**src/rtl/chroma_line_combiner.sv**
```systemverilog
module chroma_line_combiner #(
  parameter int DW       = 8,
  parameter int LINE_LEN = 16
) (
  input  logic          clk,
  input  logic          rst_n,
  input  logic          in_valid,
  input  logic          line_start,
  input  logic [1:0]    std_sel,
  input  logic          alt_line,
  input  logic          dl_off,
  input  logic          line_bypass,
  input  logic [DW-1:0] in_cb,
  input  logic [DW-1:0] in_cr,
  output logic          out_valid,
  output logic [DW-1:0] out_cb,
  output logic [DW-1:0] out_cr
);

  localparam int AW = (LINE_LEN > 1) ? $clog2(LINE_LEN) : 1;
  localparam logic [AW:0] LEN = (AW+1)'(LINE_LEN);
  localparam logic [1:0] STD_PAL   = 2'd0;
  localparam logic [1:0] STD_NTSC  = 2'd1;
  localparam logic [1:0] STD_SECAM = 2'd2;

  logic [AW:0]   wp_q, idx;
  logic          in_range;
  logic          byp_q, alt_q, seen_q, hist_q;
  logic          byp, alt, hist;
  logic [DW-1:0] mem_cb [LINE_LEN];
  logic [DW-1:0] mem_cr [LINE_LEN];
  logic [DW-1:0] d_cb, d_cr;
  logic [DW:0]   sum_cb, sum_cr;
  logic          pass;
  logic [DW-1:0] nx_cb, nx_cr;

  assign idx      = line_start ? '0 : wp_q;
  assign in_range = idx < LEN;
  assign byp      = line_start ? line_bypass : byp_q;
  assign alt      = line_start ? alt_line : alt_q;
  assign hist     = line_start ? seen_q : hist_q;

  assign d_cb = mem_cb[idx[AW-1:0]];
  assign d_cr = mem_cr[idx[AW-1:0]];

  assign sum_cb = {1'b0, in_cb} + {1'b0, d_cb} + 1'b1;
  assign sum_cr = {1'b0, in_cr} + {1'b0, d_cr} + 1'b1;

  assign pass = dl_off | byp | ~hist | ~in_range;

  always_comb begin
    nx_cb = in_cb;
    nx_cr = in_cr;
    if (!pass) begin
      case (std_sel)
        STD_PAL, STD_NTSC: begin
          nx_cb = sum_cb[DW:1];
          nx_cr = sum_cr[DW:1];
        end
        STD_SECAM: begin
          if (alt) nx_cb = d_cb;
          else     nx_cr = d_cr;
        end
        default: ;
      endcase
    end
  end

  always_ff @(posedge clk) begin
    if (in_valid && in_range) begin
      mem_cb[idx[AW-1:0]] <= in_cb;
      mem_cr[idx[AW-1:0]] <= in_cr;
    end
  end

  always_ff @(posedge clk or negedge rst_n) begin
    if (!rst_n) begin
      wp_q      <= '0;
      byp_q     <= 1'b0;
      alt_q     <= 1'b0;
      seen_q    <= 1'b0;
      hist_q    <= 1'b0;
      out_valid <= 1'b0;
      out_cb    <= '0;
      out_cr    <= '0;
    end else begin
      out_valid <= in_valid;
      if (in_valid) begin
        wp_q   <= in_range ? idx + 1'b1 : LEN;
        byp_q  <= byp;
        alt_q  <= alt;
        hist_q <= hist;
        if (line_start) seen_q <= 1'b1;
        out_cb <= nx_cb;
        out_cr <= nx_cr;
      end
    end
  end

  assert_valid_latency_R2: assert property (@(posedge clk) disable iff (!rst_n)
    in_valid |=> out_valid);
  assert_idle_hold_R2: assert property (@(posedge clk) disable iff (!rst_n)
    !in_valid |=> (!out_valid && $stable(out_cb) && $stable(out_cr)));
  assert_off_pass_R6: assert property (@(posedge clk) disable iff (!rst_n)
    (in_valid && dl_off) |=> (out_cb == $past(in_cb) && out_cr == $past(in_cr)));
  assert_secam_one_current_R5: assert property (@(posedge clk) disable iff (!rst_n)
    (in_valid && std_sel == STD_SECAM) |=>
      (out_cb == $past(in_cb) || out_cr == $past(in_cr)));
  assert_avg_equal_R3: assert property (@(posedge clk) disable iff (!rst_n)
    (in_valid && std_sel == STD_PAL && in_cb == d_cb && in_cr == d_cr) |=>
      (out_cb == $past(in_cb) && out_cr == $past(in_cr)));
  assert_std3_pass_R11: assert property (@(posedge clk) disable iff (!rst_n)
    (in_valid && std_sel == 2'd3) |=> (out_cb == $past(in_cb) && out_cr == $past(in_cr)));

endmodule

```
**config.mk**
```make
export PLATFORM = sky130hd
export DESIGN_NAME = chroma_line_combiner
export DESIGN_NICKNAME = d
export VERILOG_FILES = /design/src/rtl/chroma_line_combiner.sv
export SDC_FILE = /design/constraint.sdc
export NUM_CORES = 1
export LEC_CHECK = 0
export BUFFER_PORTS_ARGS = -buffer_cell sky130_fd_sc_hd__buf_2
export CORE_MARGIN = 2
export CORE_UTILIZATION = 45
export CTS_CLUSTER_SIZE = 16
export DETAILED_ROUTE_END_ITERATION = 12
export MAX_ROUTING_LAYER = met4
export PLACE_DENSITY = 0.72
export SLEW_MARGIN = 0
export SYNTH_ARGS = -nofsm -noshare
export SYNTH_HDL_FRONTEND = slang
export SYNTH_SLANG_ARGS = --single-unit
```
**constraint.sdc**
```tcl
create_clock -name clk -period 3.9 [get_ports clk]
set_input_delay 0.195 -clock clk [delete_from_list [all_inputs] [get_ports clk]]
set_output_delay 0.195 -clock clk [all_outputs]
set_load 0.05 [all_outputs]
```
# Yosys cells after proc, flatten, opt, wreduce, memory -nomap -nowiden
# Memories as Yosys holds them, arrays and structs flattened.
# Index checks and enable logic that the tools add are counted.
# Widths: inputs -> output; s select.
# classes
order_cmp	1
muxes	13
addsub	5
reduce_logical	4
n_eq_ne	2
n_bitwise	5
# ops
operator	count
$mux 8	4
$pmux 8 s2	2
$add 8x8->9	2
$add 9x1->9 const B	2
$mux 5	2
$add 5x1->5 const B	1
$lt 5x5->1 const B	1
$mux 1	5
$or 1x1->1	3
$eq 2x1->1 const B	1
$eq 2x2->1 const B	1
$logic_not 2->1	1
$not 1->1	2
$reduce_and 2->1	1
$reduce_or 2->1	1
$logic_and 1x1->1	1
# totals
ram_bits	256
ff_bits	26
mem_count	2
elab_cells	40
output_inout_bits	17
input_bits	25
# mem_list
name	depth	word_bits	read_ports	rd_ports_with_merged_regs	write_ports	line	text
mem_cb	16	8	1	0	1	30	logic [DW-1:0] mem_cb [LINE_LEN];
mem_cr	16	8	1	0	1	31	logic [DW-1:0] mem_cr [LINE_LEN];

# Longest topological paths before layout
# An unclocked memory read counts as a cell.
# depth
word_depth	6
mapped_depth	19
ltp_nobuf	16

# Least setup slack after synthesis
# OpenSTA, ideal clock, no wires.
# synth_path
kind	register -> register
from	register wp_q[0]
to	register out_cb[7]
setup_time_ns	0.125
path_buffers	4
required_time_ns	3.775
path_slack_ns	0.645
stages_incl_launch_ff	17
synth_period_minus_slack_ns	3.255
t_arrival_ns	3.130
cell_sequence	dfrtp_1 buf_4 buf_6 buf_4 buf_4 o32ai_1 a21oi_1 o21a_1 fa_1 a21o_1 a21oi_1 o21bai_1 a21oi_1 nor2b_1 o21ai_0 a221oi_1 mux2_2
# synth_between
elab_chain_cells	6
elab_cells_between_ends	10
classes_between	add/sub (2); order compare (1); mux (4); bitwise (2); memory (1)
# synth_lines
element	line	text
from (decl)	26	logic [AW:0] wp_q, idx;
from (signal assigned)	89	wp_q <= in_range ? idx + 1'b1 : LEN;
$mux 5 *	37	assign idx = line_start ? '0 : wp_q;
$mem_v2 16x8	--	
$add 8x8->9	46	assign sum_cb = {1'b0, in_cb} + {1'b0, d_cb} + 1'b1;
$add 9x1->9	46	
$pmux 8 s2	55	case (std_sel)
$mux 8 *	54	if (!pass) begin
to (signal assigned)	94	out_cb <= nx_cb;
to (decl)	16	output logic [DW-1:0] out_cb,
# Every way passes the cells marked *; elsewhere a longest branch is shown, timed or not.
# A chain may end at the register's enable or synchronous reset.

# Worst setup path after layout
# layout_path
from	register wp_q[0]
to	register out_cb[5]
# Same word-level chain as after synthesis.

==> results.md <==
- Synthesis produced a netlist with a net count of 958.
- The clock drives 282 sinks.
- On the final layout, the worst clock skew is 0.0365 ns.
- The initial antenna violation count is 0.
- sky130_fd_sc_hd__edfxtp_1 takes more of the synthesized area than any other cell.
- In this run, synthesis produced a sequential element count of 282.
- Relative to the synthesized area, the layout overhead comes to 14.2%.
- The number of standard cells in the final layout excluding fillers is 1352.
- The Yosys step of the flow raised 0 warnings.
- Once the clock tree was built, the setup fixing pass inserted 0 buffers.
- The number of buffers on the longest clock path is 3.
- The post-cts gate resize count is 0.
- The netlist uses 66 different library cells.
- 0 antenna diodes ended up in the layout.
- Measured against the total synthesized area, the mux share comes to 0.0383.
- Prior to clock tree synthesis, the placed netlist has a worst setup slack of 0.244 ns.
- On the critical path, the stage with the largest delay is an instance of sky130_fd_sc_hd__dfrtp_4.
- The average size of a mapped cell is 13.6 sq um.
- The upper clock frequency limit is 0.268 GHz.
- The initial core utilization is 0.460.
- In the final layout, the multi-input gates occupy 3790 sq um.
- Once routing completed, OpenROAD measured the worst setup slack at 0.167 ns.
- The detailed-route DRC error count is 0.
- Of the post-synthesis cell area, the dominant cell type holds 0.618.
- Leaving out fill and tap cells, the most frequent cells in the layout are sky130_fd_sc_hd__edfxtp_1, sky130_fd_sc_hd__nand2_1, sky130_fd_sc_hd__a211oi_1, sky130_fd_sc_hd__buf_4, sky130_fd_sc_hd__nor2b_1.
- Setup repair after global routing left no endpoint under its margin.
- The power density normalized to cell area is 538 nW/um^2.
- The tool flagged a number of max-cap violations equal to 0.
- Synthesis handed over a netlist of 913 instances.
- After detailed routing, the total wire length is 32.1 mm.
- Headroom to the max-slew limit came out at 0.385.
- The fraction of registers with async set or reset after synthesis is 0.0922.
- In this design, the stage delay of the slowest critical-path cell is 0.55 ns.
- The first-pass GRT wire length is 48.7 mm.
- The number of placed instances, taps included is 1295.
- Detailed routing inserted a total of 8150 vias.
- The transition time of the tightest slew-check pin is 0.921 ns.
- The capturing element type of the critical path is a register.
- The floorplan die width is 170 microns.
- The later pin in the worst-skew pair is clocked with a latency of 0.56 ns.
- Buffers inserted to repair hold after CTS numbered 3.
- The total overflow reported by the global router is 0.
- The count of nets left with antenna violations once routing finished came out at 0.
- IR analysis of the VDD net gives a maximum drop of 0.389 mV.
- TritonCTS built the clock tree.
- The required time at the endpoint of the critical path is 4.35 ns.
- Of the total synthesized cell area, the portion taken by full adders, half adders and majority gates is 0.0213.
- In this run the number of H-tree levels came out at 1.
- Entering global routing, the biggest net connects 88 pins.
- The combinational family with the most area after synthesis is compound AO/OA/AOI/OAI gates.
- Of the total synthesized cell area, the portion taken by AND, OR, NAND and NOR gates is 0.107.
- Registers take 8340 sq um.
- Counting flops with a built-in enable in the synthesized netlist gives 256.
- The kind of critical path is register to register.
- The flow ran to the end, and the final reports show no timing, DRC or antenna violations.
- The total of buffers placed on input and output ports is 41.
- Leaving out fill and tap cells, the most frequent cell in the layout is sky130_fd_sc_hd__edfxtp_1.
- For the finished layout, the period the worst path requires is 3.73 ns.
- The signal on the critical path passes through nor2b_4 > buf_4 > nand2_1 > a31oi_1 > o2111a_1 > ha_1 > a21o_1 > a21oi_1 > o21bai_1 > a21oi_1 > xor2_1 > o22ai_1 > a221oi_1 > nor2_1.
- The register clock-pin slew on the reported worst setup and hold paths is 0.06 ns.
- The filler cells instantiated in the layout total 2232.
- In this run, CTS created clock tree buffers numbering 29.
- The die boundary height is 170 microns.
- The total area inside the core boundary comes to 27000 sq um.
- The type of the most critical hold path is input port to register.
- The number of nets at the end of the flow is 1033.
- The hold violation total from the final report is 0.
- The share of the Yosys chip area taken by registers is 0.670.
- The first detailed-routing pass took 5 iterations.
- The leakage power summed over all cells is 0.00498 uW.
- The fraction of the mapped netlist area in compound gates is 0.129.
- The commonest register cell after synthesis is sky130_fd_sc_hd__edfxtp_1.
- In the final timing run, aggregate negative setup slack is 0 ns.
- In the finished design, the share of the clock period the worst path needs comes to 0.957.
- After synthesis, the cell types taking the most area are sky130_fd_sc_hd__edfxtp_1, sky130_fd_sc_hd__dfrtp_1, sky130_fd_sc_hd__a211oi_1.
- In the global route stage, overall resource usage came out at 0.232.
- In this run the worst path has a maximum fanout of 23.
- The detailed-route wire length per cell is 23.7 microns.
- The cell area that synthesis handed to floorplanning was 12400 sq um.
- The arrival time of data at the critical path endpoint is 4.18 ns.
- Total power for the finished layout comes to 7640 uW.
- 42 I/O pins were placed.
- Of the cells placed in the final design, the portion with a size suffix greater than 1 is 0.190.
- Routability-driven placement finished with a final weighted congestion of 0.926.
- The XOR/XNOR share of the synthesized area is 0.00634.
- The starting DRC count in detailed routing is 936.
- The buffer type at the clock tree root is sky130_fd_sc_hd__clkbuf_16.
- In this run the core area contains 60 standard-cell rows.
- The number of global-route vias before repair is 7898.
- The max-slew violation count came to 0.
- The sum of net half-perimeters after detailed placement is 20.7 mm.
- The cell type with the highest occurrence count on the critical path is sky130_fd_sc_hd__a21oi_1.
- The final setup violation count is 0.
- STA classifies the critical path startpoint as a register.
- Using the TritonRoute via totals, the vias-per-cell ratio works out to 6.03.
- The floorplan step defined a die boundary enclosing 29000 sq um.
logic make-up after synthesis:
| kind of cell | Yosys count |
|---|---|
| muxes | 44 |
| AOI/OAI and AO/OA | 228 |
| xor gates and xnor gates | 9 |
| adders and majority gates | 20 |
| buffers and inverters | 67 |
| and+or+nand+nor | 263 |
| DFF | 282 |
stage by stage:
stage,utilization,hold slack [ns],instance area [sq um]
after floorplan,-,-0.101,12400
after global placement,0.490,0.239,13300
after detailed placement,0.490,0.249,13300
after CTS,0.526,0.0284,14200
after global routing,0.526,0.0605,14200
final,0.526,0.0449,14200
final timing paths:
kind / depth (start not counted) / slack [ns] / from / end
worst min register to register: 1 / 0.49 / out_cb[0] / out_cb[0]
worst max register to register: 14 / 0.17 / wp_q[0] / out_cb[5]
min in group asynchronous: 2 / 0.20 / rst_n / byp_q
max in group asynchronous: 2 / 3.23 / rst_n / wp_q[0]
worst max-delay path: 14 / 0.17 / wp_q[0] / out_cb[5]
worst min-delay path: 4 / 0.04 / dl_off / out_cb[1]
registers in the layout, indices dropped and copies added (netlist names):
register / flops
out_valid: 1
mem_cr: 128
byp_q: 1
mem_cb: 128
out_cb: 8
out_cr: 8
seen_q: 1
alt_q: 1
wp_q: 5
hist_q: 1
routing by layer:
layer | global-route usage | share of wire | vias up
met5 | - | 0 | -
met4 | 0.0818 | 0.036 | 0
met1 | 0.315 | 0.41 | 4013
li1 | - | - | 3670
met2 | 0.357 | 0.47 | 395
met3 | 0.0365 | 0.090 | 72
final cells by class:
class / instances / area share
sequential: 282 / 0.587
multi-input combinational: 564 / 0.267
clock buffer: 37 / 0.0546
timing repair buffer: 100 / 0.0479
tap: 341 / 0.0300
clock inverter: 17 / 0.0106
inverter: 11 / 0.00308
power breakdown:
part	internal (uW)	switching, uW	total, uW
clock network	1540	1140	2680
registers	3410	45.4	3460
logic	530	974	1500
total	5490	2160	7640
synthesized netlist by cell type (all sizes together), types with 2 or more instances:
cell type    n
a2111oi      2
a211oi      61
a21o         6
a21oi       28
a221o        7
a221oi      12
a22oi        4
a31oi       22
a41oi        2
and2         4
and3         2
and3b       18
buf         39
clkbuf      17
dfrtp       26
edfxtp     256
fa           2
ha          18
inv         11
mux2        13
mux2i       30
nand2       94
nand2b       8
nand3       18
nand3b       3
nand4        2
nor2        52
nor2b       45
nor3         5
nor3b        5
o2111a       6
o211ai       3
o21ai       38
o21bai       3
o221ai       2
o22a         3
o22ai       19
o32ai        4
or2          4
xnor2        4
xor2         5
worst max-delay path: cells and delay by family, from the launching register on:
family          cells  cell delay [ns]
fa+ha+maj           1             0.32
buf+inv             1             0.34
flops               1             0.55
simple gates        3             0.45
xor+xnor            1             0.18
compound gates      8             1.78
Power figures use the tool's default switching activity.
